<file path="src/rtl/cam_pkg.sv">
package cam_pkg;
  localparam int ADDR_W  = 3;
  localparam int NFIELD  = 6;
  localparam int CTL_W   = NFIELD + 1;
  localparam int GEN_BIT = NFIELD;
  localparam int YEAR_W  = 12;
  localparam int PEND_BIT = 1;

  localparam logic [ADDR_W-1:0] ADR_CTL    = 3'd0;
  localparam logic [ADDR_W-1:0] ADR_PEND   = 3'd1;
  localparam logic [ADDR_W-1:0] ADR_FIELD0 = 3'd2;

  // kept bit count of each alarm value: sec, min, hour, day, month, year
  function automatic int field_width(input int idx);
    case (idx)
      0, 1:    return 7;
      2, 3:    return 6;
      4:       return 5;
      default: return YEAR_W;
    endcase
  endfunction
endpackage

</file>
<file path="src/rtl/cam_regs.sv">
module cam_regs
  import cam_pkg::*;
#(
  parameter int DATA_W = 16
) (
  input  logic                           clk,
  input  logic                           rst,
  input  logic                           wr_en,
  input  logic [ADDR_W-1:0]              wr_addr,
  input  logic [DATA_W-1:0]              wr_data,
  input  logic [ADDR_W-1:0]              rd_addr,
  input  logic                           pend_i,
  output logic [CTL_W-1:0]               ctrl_o,
  output logic [NFIELD-1:0][YEAR_W-1:0]  alm_o,
  output logic [DATA_W-1:0]              rd_data
);
  logic [CTL_W-1:0]  ctrl_q;
  logic [YEAR_W-1:0] alm_q [NFIELD];
  logic [DATA_W-1:0] rd_n;
  logic              unused_hi;

  assign unused_hi = ^wr_data[DATA_W-1:YEAR_W];

  always_ff @(posedge clk) begin
    if (rst) ctrl_q <= '0;
    else if (wr_en && wr_addr == ADR_CTL) ctrl_q <= wr_data[CTL_W-1:0];
  end

  for (genvar i = 0; i < NFIELD; i++) begin : g_field
    localparam logic [YEAR_W-1:0] MASK = YEAR_W'((1 << field_width(i)) - 1);
    localparam logic [ADDR_W-1:0] ADR  = ADR_FIELD0 + ADDR_W'(i);
    always_ff @(posedge clk) begin
      if (rst) alm_q[i] <= '0;
      else if (wr_en && wr_addr == ADR) alm_q[i] <= wr_data[YEAR_W-1:0] & MASK;
    end
    assign alm_o[i] = alm_q[i];

    // the bits above the kept width stay zero after any write
    if (field_width(i) < YEAR_W) begin : g_chk
      a_r4_mask_kept: assert property (@(posedge clk) disable iff (rst)
        (wr_en && wr_addr == ADR) |=> (alm_q[i] >> field_width(i)) == '0);
    end
  end

  always_comb begin
    rd_n = '0;
    if (rd_addr == ADR_CTL)  rd_n = DATA_W'(ctrl_q);
    if (rd_addr == ADR_PEND) rd_n[PEND_BIT] = pend_i;
    for (int k = 0; k < NFIELD; k++)
      if (rd_addr == ADR_FIELD0 + ADDR_W'(k)) rd_n = DATA_W'(alm_q[k]);
  end

  always_ff @(posedge clk) begin
    if (rst) rd_data <= '0;
    else     rd_data <= rd_n;
  end

  assign ctrl_o = ctrl_q;
endmodule

</file>
<file path="src/rtl/cam_match.sv">
module cam_match
  import cam_pkg::*;
(
  input  logic                          tick_i,
  input  logic [CTL_W-1:0]              ctrl_i,
  input  logic [NFIELD-1:0][YEAR_W-1:0] alm_i,
  input  logic [NFIELD-1:0][YEAR_W-1:0] cur_i,
  output logic                          fire_o
);
  logic [NFIELD-1:0] hit;

  for (genvar i = 0; i < NFIELD; i++) begin : g_cmp
    assign hit[i] = ctrl_i[i] && (cur_i[i] == alm_i[i]);
  end

  assign fire_o = tick_i && ctrl_i[GEN_BIT] && (|hit);
endmodule

</file>
<file path="src/rtl/cam_pend.sv">
module cam_pend (
  input  logic clk,
  input  logic rst,
  input  logic set_i,
  input  logic clr_i,
  output logic pend_o
);
  logic pend_q;

  always_ff @(posedge clk) begin
    if (rst)        pend_q <= 1'b0;
    else if (set_i) pend_q <= 1'b1;
    else if (clr_i) pend_q <= 1'b0;
  end

  assign pend_o = pend_q;

  // the bit only rises after a firing strobe
  a_r6_rise_needs_fire: assert property (@(posedge clk) disable iff (rst)
    (!pend_q && !set_i) |=> !pend_q);
  // sticky until cleared
  a_r7_sticky: assert property (@(posedge clk) disable iff (rst)
    (pend_q && !clr_i) |=> pend_q);
  // a clear without a new match empties the bit
  a_r8_clear: assert property (@(posedge clk) disable iff (rst)
    (clr_i && !set_i) |=> !pend_q);
  // a firing strobe wins over a clear
  a_r9_set_wins: assert property (@(posedge clk) disable iff (rst)
    set_i |=> pend_q);
endmodule

</file>
<file path="src/rtl/cal_alarm_match.sv">
module cal_alarm_match
  import cam_pkg::*;
#(
  parameter int DATA_W = 16
) (
  input  logic              clk,
  input  logic              rst,
  input  logic              wr_en,
  input  logic [2:0]        wr_addr,
  input  logic [DATA_W-1:0] wr_data,
  input  logic [2:0]        rd_addr,
  output logic [DATA_W-1:0] rd_data,
  input  logic              tick_1s,
  input  logic [7:0]        cur_sec,
  input  logic [7:0]        cur_min,
  input  logic [7:0]        cur_hour,
  input  logic [7:0]        cur_day,
  input  logic [7:0]        cur_mon,
  input  logic [11:0]       cur_year,
  output logic              alarm_irq
);
  logic [CTL_W-1:0]              ctrl;
  logic [NFIELD-1:0][YEAR_W-1:0] alm;
  logic [NFIELD-1:0][YEAR_W-1:0] cur;
  logic                          fire;
  logic                          clr;
  logic                          pend;

  assign cur[0] = YEAR_W'(cur_sec);
  assign cur[1] = YEAR_W'(cur_min);
  assign cur[2] = YEAR_W'(cur_hour);
  assign cur[3] = YEAR_W'(cur_day);
  assign cur[4] = YEAR_W'(cur_mon);
  assign cur[5] = cur_year;

  assign clr = wr_en && (wr_addr == ADR_PEND) && wr_data[PEND_BIT];

  cam_regs #(.DATA_W(DATA_W)) u_regs (
    .clk(clk), .rst(rst), .wr_en(wr_en), .wr_addr(wr_addr), .wr_data(wr_data),
    .rd_addr(rd_addr), .pend_i(pend), .ctrl_o(ctrl), .alm_o(alm), .rd_data(rd_data)
  );

  cam_match u_match (
    .tick_i(tick_1s), .ctrl_i(ctrl), .alm_i(alm), .cur_i(cur), .fire_o(fire)
  );

  cam_pend u_pend (
    .clk(clk), .rst(rst), .set_i(fire), .clr_i(clr), .pend_o(pend)
  );

  assign alarm_irq = pend;

  // with the global enable off, the interrupt cannot rise
  a_r2_global_gate: assert property (@(posedge clk) disable iff (rst)
    (!ctrl[GEN_BIT] && !alarm_irq) |=> !alarm_irq);
  // without a strobe, the interrupt cannot rise
  a_r6_strobe_gate: assert property (@(posedge clk) disable iff (rst)
    (!tick_1s && !alarm_irq) |=> !alarm_irq);
endmodule

</file>
<file path="config.mk">
export PLATFORM = sky130hd
export DESIGN_NAME = cal_alarm_match
export DESIGN_NICKNAME = d
export VERILOG_FILES = /design/src/rtl/cam_pkg.sv /design/src/rtl/cam_regs.sv /design/src/rtl/cam_match.sv /design/src/rtl/cam_pend.sv /design/src/rtl/cal_alarm_match.sv
export SDC_FILE = /design/constraint.sdc
export NUM_CORES = 1
export LEC_CHECK = 0
export ABC_AREA = 0
export BUFFER_PORTS_ARGS = -buffer_cell sky130_fd_sc_hd__buf_4
export CAP_MARGIN = 40
export CORE_MARGIN = 5
export CORE_UTILIZATION = 45
export CTS_BUF_LIST = sky130_fd_sc_hd__clkbuf_4
export DETAILED_ROUTE_END_ITERATION = 16
export GPL_ROUTABILITY_DRIVEN = 0
export PLACE_DENSITY_LB_ADDON = 0.3
export SLEW_MARGIN = 20
export SYNTH_ARGS = -nofsm -noshare
export SYNTH_HDL_FRONTEND = slang
export SYNTH_SLANG_ARGS = --single-unit
</file>
<file path="constraint.sdc">
create_clock -name clk -period 2.3 [get_ports clk]
set_input_delay 0.115 -clock clk [delete_from_list [all_inputs] [get_ports clk]]
set_output_delay 0.115 -clock clk [all_outputs]
set_load 0.005 [all_outputs]
</file>
# After elaboration in Yosys (flattened, before gate mapping)

Memory sizes are Yosys's and may differ from the RTL's.
Index checks and enable logic that the tools add are counted.

Memory bits (writable): 72
Bits of input ports: 78
Memories: 1
Output and inout port bits: 17
Bits in registers: 24

Memories:

| memory       | depth | width | rd ports | clocked after Yosys merged registers in | write ports | RTL line       | source |
|---|---|---|---|---|---|---|---|
| u_regs.alm_q | 6     | 12    | 6        | 0                                       | 6           | cam_regs.sv:18 | `logic [YEAR_W-1:0] alm_q [NFIELD];` |

Mux-type cells: 36
Reductions and logical operators: 22
Equal/unequal tests: 20
Bitwise gates (word level): 6

Operator list:

| kind                                                            | number |
|---|---|
| 12-bit two-way mux                                              | 12 |
| 8-bit by 12-bit == test with 1-bit output                       | 5 |
| 3-bit == test, second input constant                            | 8 |
| 1-bit two-way mux                                               | 23 |
| 1-bit logical AND                                               | 17 |
| 12-bit == test                                                  | 1 |
| 3-bit by 2-bit == test with 1-bit output, second input constant | 4 |
| 7-bit two-way mux                                               | 1 |
| 7-bit OR reduction                                              | 1 |
| 3-bit by 1-bit == test with 1-bit output, second input constant | 2 |
| 3-bit zero test                                                 | 2 |
| 1-bit OR                                                        | 6 |
| 6-bit OR reduction                                              | 1 |
| 2-bit nonzero test                                              | 1 |

# Depth between registers and ports, before layout

Gate-level depths: netlist of run 1.

Depth in word-level cells: 9
Depth in mapped cells: 6
Gate-level depth less buffers: 4

# Hierarchy

From an unflattened synthesis of run 1, not the netlist that was laid out.

Cells, all modules: 350
Area, all modules: 3767.4 um^2

Modules (own cells, without submodules):

| module          | instances | cells an instance | seq. area each (um^2) | area an instance (um^2) |
|---|---|---|---|---|
| cam_regs        | 1         | 242               | 1671.6                | 2906.5 |
| cam_match       | 1         | 101               | 0.0                   | 805.8 |
| cam_pend        | 1         | 4                 | 20.0                  | 38.8 |
| cal_alarm_match | 1         | 3                 | 0.0                   | 16.3 |

# Worst setup path before layout of run 1

OpenSTA, ideal clock, no wires.

Path kind: input -> register
Start point: input port wr_addr[1]
End point: memory u_regs.alm_q[5][0] (netlist: u_regs.alm_q[2][12]), enable pin
Setup time: 398 ps
Required time: 1902 ps
Slack: 580 ps
Buffers on the path: 1
Stages on the path: 3
Arrival: 1322 ps
Path through: buf_2 nand2_1 o21ai_0

RTL lines:

| element            | RTL line             | source |
|---|---|---|
| start: declaration | cal_alarm_match.sv:9 | `input logic [2:0] wr_addr,` |
| end: declaration   | cam_regs.sv:18       |  |

# Final worst setup path of run 1

Start point: input port wr_data[1]
End point: register u_pend.pend_q (netlist: u_pend.pend_o)

Word-level cells in the longest chain between the ends: 2

Ends and longest elaborated chain:

| element                      | RTL line              | source |
|---|---|---|
| start: declaration           | cal_alarm_match.sv:10 | `input logic [DATA_W-1:0] wr_data,` |
| 1-bit logical AND            | cal_alarm_match.sv:36 | `assign clr = wr_en && (wr_addr == ADR_PEND) && wr_data[PEND_BIT];` |
| 2-bit nonzero test (no line) | --                    |  |
| end signal: assignment       | cam_pend.sv:11        | `if (rst) pend_q <= 1'b0;` |
| end signal: assignment       | cam_pend.sv:12        | `else if (set_i) pend_q <= 1'b1;` |
| end signal: assignment       | cam_pend.sv:13        | `else if (clr_i) pend_q <= 1'b0;` |
| end: declaration             | cam_pend.sv:8         | `logic pend_q;` |

Every way passes these cells.
A chain may end at the register's enable or synchronous reset.

==> results.yml, run 1 <==
global_route:
  use_met2_pct: 31.4
  grt_pass1_wl_um: 12600
  grt_pass1_vias: 2527
  grt_use_met3_pct: 3.35
  grt_usage_pct: 18.9
  grt_max_degree: 21
  antenna_found_initial: 0
  gr-total-overflow: 0
  met1_usage_pct: 24.0
  grt.busiest_layer: "met2"
synthesis:
  yosys_warnings: 0
  seq_area_frac_synth_pct: 52.4
  avgSynthCellArea_um2: 12.0
  synth_edf_count: 43
  syn_inst: 269
  ys.flop_type: "edfxtp_1"
  syn_area_um2: 3230
  synth_cell_type_count: 38
  async_flop_share_pct: 0
  ys_ff_latch: 63
cts:
  cts_resized: 0
  clk_pin_slew_ns: 0.09
  clockBufferDepth: 2
  numClockSinks: 63
  cts_setup_buffers: 0
  cts_max_level: 3
  cts_buffers: 9
  cts-root-buf: "clkbuf_4"
  cts_tree: "built"
  postCtsHoldBufs: 6
  clkLatencyLatePin_ns: 0.39
sta:
  period_share_pct: 58.2
  skew_ns: 0.0113
  final_hold_viol_count: 0
  tns_ns: 0
  hold-worst-slack_ns: 0.0150
  slew_headroom_pct: 47.8
  finalSetupViolations: 0
  layout_setup_ws_ns: 0.961
  worst_pin_slew_ns: 0.775
  rsz0062_at_grt: "no"
  max_freq_mhz: 747
  period_needed_ns: 1.34
  report.final.slew_viol_count: 0
status:
  status: "finished, final reports clean"
setup_path:
  crit_end: "u_pend.pend_o"
  startpoint_type: "input pin"
  crit_path_start: "wr_data[1]"
  regToRegSetupSlack_ns: 0.96
  rr_startpoint: "u_regs.alm_q[2][14]"
  r2r_end: "u_pend.pend_o"
  ff2ff_path_depth: 4
  cp-end-kind: "register"
  crit_arrival_ns: 1.61
  cp.required_ns: 2.57
  path_class: "in2reg"
  cp_max_fo: 7
pwr:
  comb_power_share_pct: 16.1
  clkPwrFrac_pct: 26.7
  seqPwrFrac_pct: 57.2
  netSwitchingFraction_pct: 24.3
  internal_power_uw: 1750
  p_leak_uw: 0.00158
  switchingPower_uw: 562
  max-vdd-ir-drop_mv: 0.239
  p_per_area_nw_per_um2: 561
job:
  cap_violations: 0
drt:
  vias: 2390
  drc: 0
  firstDrtPassIters: 4
  wl_per_cell_um: 17.5
  wl_um: 8140
  drtAntennaViolNets: 0
  viasPerCell: 5.14
  drtIter0Drc: 131
hold_path:
  hp-class: "in2reg"
layout:
  antenna_cells: 0
  layout-drive-gt1-share_pct: 31.2
  final_common_cell: "buf_4"
  fillCellCount: 605
  fin_nets: 443
  area_delta_synth_final_pct: 27.7
  final_area_um2: 4120
  final_cells: 465
  mostFrequentLayoutCells: "buf_4 (91), and2_1 (43), edfxtp_1 (43)"
placed_design:
  placed_area_um2: 3960
  dp.cells: 444
  pre_cts_ws_ns: 0.649
  dp_hpwl_um: 6410
  numPortBuffers: 86
die:
  dieArea_um2: 8970
  ios: 95
  core_area_um2: 6910
  rows: 30
  start_util_pct: 46.8
  die_x_um: 94.7
  fp.dieH_um: 94.7
==> cells by family after synthesis <==
family                 after synthesis  share of synthesized area [%]
AO/OA/AOI/OAI                       21                           5.08
buffers and inverters               17                           2.91
multiplexers                        25                           10.1
XOR/XNOR                            43                           11.7
flip-flops                          63                           52.4
other                                1                          0.116
AND/OR/NAND/NOR                     99                           17.7
==> worst max-delay path, cell delays in order <==
cell and delay [ns]:
dlygate4sd3_1 0.53, buf_4 0.12, inv_1 0.14, o31ai_4 0.29
o31ai_1 0.10, o41a_1 0.30
==> flip-flops by register name (all words and copies together) (netlist names) <==
signal	count
u_regs.rd_data	12
u_pend.pend_o	1
u_regs.alm_q	43
u_regs.ctrl_o	7
==> layout make-up <==
class	count	area, µm²	area share (%)
sequential	63	1690	41.0
timing repair buffer	97	743	18.0
clock inverter	2	8.76	0.212
tap	96	120	2.91
multi-input combinational	192	1460	35.3
inverter	2	7.51	0.182
clock buffer	13	97.6	2.37
==> cells in the mapped netlist (all sizes together), types with 5 or more instances <==
master / n / area [µm²]
dfxtp: 20 / 400
and2: 43 / 269
buf: 11 / 71.3
nand3: 5 / 25.0
nor3: 7 / 46.3
xnor2: 41 / 359
mux4: 6 / 135
edfxtp: 43 / 1290
o21ai: 5 / 25.0
nand4: 9 / 56.3
mux2i: 18 / 180
nor2: 18 / 67.6
==> worst min path at each step <==
| stage | depth (start not counted) | end | start | slack (ns) |
|---|---|---|---|---|
| after floorplan | 2 | u_regs.ctrl_o[0] | wr_data[0] | 0.26 |
| after global placement | 3 | u_regs.ctrl_o[1] | wr_data[1] | 0.37 |
| after detailed placement | 3 | u_regs.ctrl_o[6] | wr_data[6] | 0.40 |
| after CTS | 2 | u_regs.alm_q[2][23] | wr_data[11] | 0.00008 |
| after global routing | 2 | u_regs.alm_q[2][23] | wr_data[11] | 0.01 |
| final | 2 | u_regs.alm_q[2][23] | wr_data[11] | 0.01 |
==> per-stage QoR <==
stage	total power, µW	util [%]
final	2310	59.7
after global routing	2410	59.7
after CTS	2320	59.7
after detailed placement	1720	57.3
after global placement	1700	57.3
after floorplan	1530	-
==> power groups by stage <==
stage | combinational (µW) | clock (µW) | sequential (µW)
after floorplan | 197 | 0 | 1330
after global placement | 357 | 0 | 1350
after detailed placement | 366 | 0 | 1350
after CTS | 375 | 624 | 1320
after global routing | 406 | 675 | 1330
final | 373 | 616 | 1320
==> per-layer routing <==
metal | vias up | share of wire [%]
li1 | 1153 | -
met1 | 1134 | 40
met2 | 93 | 52
met3 | 10 | 6.3
met4 | 0 | 1.3
met5 | - | 0
No activity file was read; power rests on OpenSTA's default activity.
==> inputs of run 2 (changes only) <==
Clock period 2.3 ns to 1.37 ns, I/O delays scaled along.
==> run 2 against run 1 <==
Net effect:
- the flow now finishes with violations (setup timing)
- first-iteration DRC count increased by 3.1%
- worst setup slack got worse by 0.98 ns
- flip-flop and latch count unchanged
- register-to-register slack got worse by 0.98 ns
- wire length increased by 2.5%
- via count increased by 2.7%
- worst hold slack improved by 0.0086 ns
- cell count increased by 4.7%
- clock skew decreased by 0.0023 ns
- non-clock buffer count increased by 20
- largest power group unchanged
==> results.yml, run 2 (synthesis gave the netlist of run 1 again) <==
status:
  status: "finished with violations"
  violations: "setup timing"
cts:
  cts_tree: "built"
  numClockSinks: 63
  postCtsHoldBufs: 11
  cts_buffers: 9
  clkLatencyLatePin_ns: 0.39
  clockBufferDepth: 2
  cts-root-buf: "clkbuf_4"
  clk_pin_slew_ns: 0.10
  cts_max_level: 3
pwr:
  switchingPower_uw: 990
  p_leak_uw: 0.00169
  p_per_area_nw_per_um2: 940
  clkPwrFrac_pct: 28.9
  seqPwrFrac_pct: 54.3
  comb_power_share_pct: 16.8
  max-vdd-ir-drop_mv: 0.483
  netSwitchingFraction_pct: 24.2
  internal_power_uw: 3090
layout:
  largest_reg_flops: 43
  layout-drive-gt1-share_pct: 33.8
  final_area_um2: 4350
  area_delta_synth_final_pct: 34.6
  fin_nets: 463
  mostFrequentLayoutCells: "buf_4 (103), and2_1 (43), edfxtp_1 (43)"
  fin_util_pct: 62.9
  final_common_cell: "buf_4"
  top_register: "u_regs.alm_q"
global_route:
  gr-total-overflow: 0
  antenna_found_initial: 0
  grt_pass1_wl_um: 12700
  grt_pass1_vias: 2542
  grt_usage_pct: 19.1
  grt_max_degree: 16
setup_path:
  crit_arrival_ns: 1.67
  path_buf_inv: 3
  cp-end-kind: "register"
  startpoint_type: "input pin"
  crit_chain: "dlygate4sd3_1, buf_4, clkinvlp_4, o31ai_4, o31ai_1, o41a_1"
  path_class: "in2reg"
  worst_path_dominant_cell_family: "buffers and inverters"
  cp.required_ns: 1.65
  cp_slowest_cell: "dlygate4sd3_1"
  cp_max_fo: 5
  slowest_delay_ns: 0.53
sta:
  finalSetupViolations: 3
  layout_setup_ws_ns: -0.0209
  final_hold_viol_count: 0
  period_needed_ns: 1.39
  max_freq_mhz: 719
  slew_headroom_pct: 62.8
  worst_pin_slew_ns: 0.556
  report.final.slew_viol_count: 0
  skew_ns: 0.00907
  period_share_pct: 102
  rsz0062_at_grt: "yes"
drt:
  wl_per_cell_um: 17.1
  drtAntennaViolNets: 0
  viasPerCell: 5.04
  firstDrtPassIters: 4
  wl_um: 8340
  vias: 2455
  drc: 0
  drtIter0Drc: 135
die:
  rows: 30
  ios: 95
  start_util_pct: 46.8
  die_x_um: 94.7
  core_area_um2: 6910
  fp.dieH_um: 94.7
  dieArea_um2: 8970
placed_design:
  numPortBuffers: 86
  dp_hpwl_um: 6490
  pre_cts_ws_ns: -0.0278
  placed_area_um2: 4040
job:
  cap_violations: 0
hold_path:
  hp-class: "in2reg"
## run 2: cell types whose count changed in the layout (fill, tap and decap cells not counted), moves of 2 or more
cell	before	now
dlygate4sd3_1	6	11
buf_4	91	103
clkinv_1	1	3
buf_6	0	2
clkbuf_4	13	10
## run 2: power groups by stage
stage               sequential, µW  clock (µW)  combinational, µW
global placement              2260           0                622
floorplan                     2240           0                332
detailed placement            2260           0                636
CTS                           2220        1200                665
global route                  2230        1290                741
finish                        2220        1180                684
## run 2: what timing repair did
| action | 4_1_cts | 5_1_grt |
|---|---|---|
| pin swaps | 0 | 5 |
| endpoints found under the setup margin | 1 | 1 |
| gates cloned | 0 | 0 |
| endpoints found under the hold margin | 14 | 1 |
| buffers inserted | 0 | 6 |
| resized for setup | 1 | 4 |
## run 2: path summary, 6_finish.rpt
kind	slack [ns]	end	depth (start not counted)	from
worst max-delay path	-0.02	u_pend.pend_o	6	wr_data[1]
worst min-delay path	0.02	u_pend.pend_o	3	rst
worst max register to register	-0.02	u_regs.rd_data[0]	4	u_regs.alm_q[2][12]
worst min register to register	0.51	u_regs.rd_data[10]	1	u_regs.alm_q[2][22]
## run 2: per-layer routing
metal	routed length (µm)	GRT usage (%)
met2	4310	33.1
met3	629	2.95
met1	3250	23.9
met4	153	7.81
met5	0	0
## run 2: tightest hold or removal path: stages
cell	delay, ns
buf_4	0.14
a21oi_1	0.06
o41a_1	0.10
## run 2: metrics by stage
| step | hold WS, ns | instances | TNS, ns | total power [µW] |
|---|---|---|---|---|
| 4_1_cts | 0.00114 | 480 | 0 | 4080 |
| 6_report | 0.0236 | 487 | -0.0519 | 4080 |
| 2_1_floorplan | 0.216 | 272 | 0 | 2570 |
| 3_5_place_dp | 0.335 | 453 | -0.0278 | 2900 |
| 3_3_place_gp | 0.326 | 453 | 0 | 2880 |
| 5_1_grt | -0.00126 | 486 | -0.161 | 4260 |
## run 2: layout make-up
class                      instances  area, µm²
antenna                            1       2.50
inverter                           2       11.3
multi-input combinational        192       1470
fill                             578       2560
sequential                        63       1690
clock inverter                     6       51.3
timing repair buffer             117        926
clock buffer                      10       75.1
tap                               96        120
==> inputs of run 3 (changes only) <==
Settings changed: CORE_UTILIZATION 45 to 28.
==> run 3 against run 2 <==
Net effect:
- flip-flop and latch count unchanged
- sequential power is essentially flat
- clock skew increased by 0.0053 ns
- clock power shrank 7%
- the flow still finishes with violations (setup timing)
- worst hold slack gained 0.010 ns
- die area grew 54%
==> results.yml, run 3 (synthesis gave the netlist of run 1 again) <==
sta:
  skew_ns: 0.0143
  period_needed_ns: 1.40
  finalSetupViolations: 1
  rsz0062_at_grt: "yes"
  worst_pin_slew_ns: 0.510
  max_freq_mhz: 714
  tns_ns: -0.0309
  final_hold_viol_count: 0
  period_share_pct: 102
  slew_headroom_pct: 65.8
  layout_setup_ws_ns: -0.0309
  report.final.slew_viol_count: 0
  hold-worst-slack_ns: 0.0339
die:
  fp.dieH_um: 117
  dieArea_um2: 13800
  ios: 95
  die_x_um: 117
  start_util_pct: 28.4
  rows: 39
  core_area_um2: 11400
cts:
  cts_buffers: 9
  cts_tree: "built"
  numClockSinks: 63
  cts-root-buf: "clkbuf_4"
  clockBufferDepth: 2
  cts_max_level: 3
  clk_pin_slew_ns: 0.10
  clkLatencyLatePin_ns: 0.41
setup_path:
  crit_chain: "dlygate4sd3_1, buf_6, nand2b_4, o31ai_4, o31ai_2, o41a_1"
  startpoint_type: "input pin"
  crit_path_start: "wr_addr[1]"
  cp.required_ns: 1.67
  r2r_end: "u_pend.pend_o"
  worst_path_dominant_cell_family: "compound AO/OA/AOI/OAI gates"
  path_buf_inv: 2
  crit_arrival_ns: 1.70
  cp-end-kind: "register"
  rr_startpoint: "u_regs.alm_q[2][1]"
  crit_end: "u_pend.pend_o"
  ff2ff_path_depth: 4
  cp_max_fo: 7
  cp_slowest_cell: "dlygate4sd3_1"
  path_class: "in2reg"
  regToRegSetupSlack_ns: 0.04
  slowest_delay_ns: 0.55
  path_depth: 6
layout:
  multiInputGateArea_um2: 1490
  mostFrequentLayoutCells: "buf_4 (103), and2_1 (43), edfxtp_1 (43)"
  final_cells: 536
  final_common_cell: "buf_4"
  fin_nets: 466
  final_area_um2: 4440
  regArea_um2: 1690
  top_register: "u_regs.alm_q"
  antenna_cells: 0
  fillCellCount: 1120
  largest_reg_flops: 43
  layout-drive-gt1-share_pct: 35.1
  area_delta_synth_final_pct: 37.6
status:
  violations: "setup timing"
  status: "finished with violations"
drt:
  drtAntennaViolNets: 0
  drc: 0
  firstDrtPassIters: 5
  vias: 2463
  wl_um: 9080
  viasPerCell: 4.60
  wl_per_cell_um: 16.9
  drtIter0Drc: 76
placed_design:
  placed_area_um2: 4110
  numPortBuffers: 86
  dp_hpwl_um: 7240
  dp.cells: 502
pwr:
  p_total_uw: 4020
  p_leak_uw: 0.00171
  p_per_area_nw_per_um2: 904
  max-vdd-ir-drop_mv: 0.356
global_route:
  gr-total-overflow: 0
  grt_max_degree: 20
  grt_pass1_vias: 2619
  grt_pass1_wl_um: 14000
  grt_usage_pct: 13.1
  antenna_found_initial: 0
hold_path:
  holdPathStages: 2
  hp-class: "in2reg"
job:
  cap_violations: 0
## run 3: cell types whose count changed in the layout (fill, tap and decap cells not counted), sizes merged
cell / change
dlygate4sd3: +2
clkbuf: +3
diode: -1
clkinv: -2
bufinv: -1
dlymetal6s4s: +1
## run 3: how the worst min path moves through the flow
stage	from	to
after floorplan	wr_data[0]	u_regs.ctrl_o[0]
after global placement	wr_data[1]	u_regs.ctrl_o[1]
after detailed placement	wr_data[1]	u_regs.ctrl_o[1]
after CTS	wr_addr[0]	u_regs.alm_q[1][1]
after global routing	wr_addr[0]	u_regs.alm_q[1][1]
final	wr_addr[0]	u_regs.alm_q[1][1]
## run 3: timing repair
action	4_1_cts	5_1_grt
resized for setup	2	9
hold buffers	14	0
pin swaps	0	7
hold endpoints to repair	31	0
buffers inserted	0	4
endpoints found under the setup margin	1	13
## run 3: area by class of cell
| class | instances | area share (%) |
|---|---|---|
| clock buffers | 13 | 2.20 |
| clock inverters | 3 | 0.282 |
| inverters | 2 | 0.253 |
| multi-input cells | 192 | 33.6 |
| flip-flops and latches | 63 | 38.1 |
| well taps | 143 | 4.03 |
| repair buffers | 120 | 21.6 |
## run 3: stage by stage
stage | setup WS (ns) | utilization (%)
after floorplan | 0.0216 | -
after global placement | 0.00942 | 36.2
after detailed placement | -0.0428 | 36.2
after CTS | 0.00174 | 38.5
after global routing | -0.0303 | 39.1
final | -0.0309 | 39.1
## run 3: report_power, final
group,switching [µW],leakage (µW),internal [µW],total [µW]
sequential,79.6,0.000579,2140,2220
clock,653,0.0000669,442,1100
combinational,297,0.00106,403,700
## run 3: routing by layer
| layer | part of all wire, % | GRT usage [%] | up-vias |
|---|---|---|---|
| met4 | 1.2 | 3.84 | 0 |
| met3 | 6.5 | 3.90 | 9 |
| li1 | - | - | 1193 |
| met2 | 49 | 21.8 | 88 |
| met5 | 0 | 0 | - |
| met1 | 43 | 16.5 | 1173 |
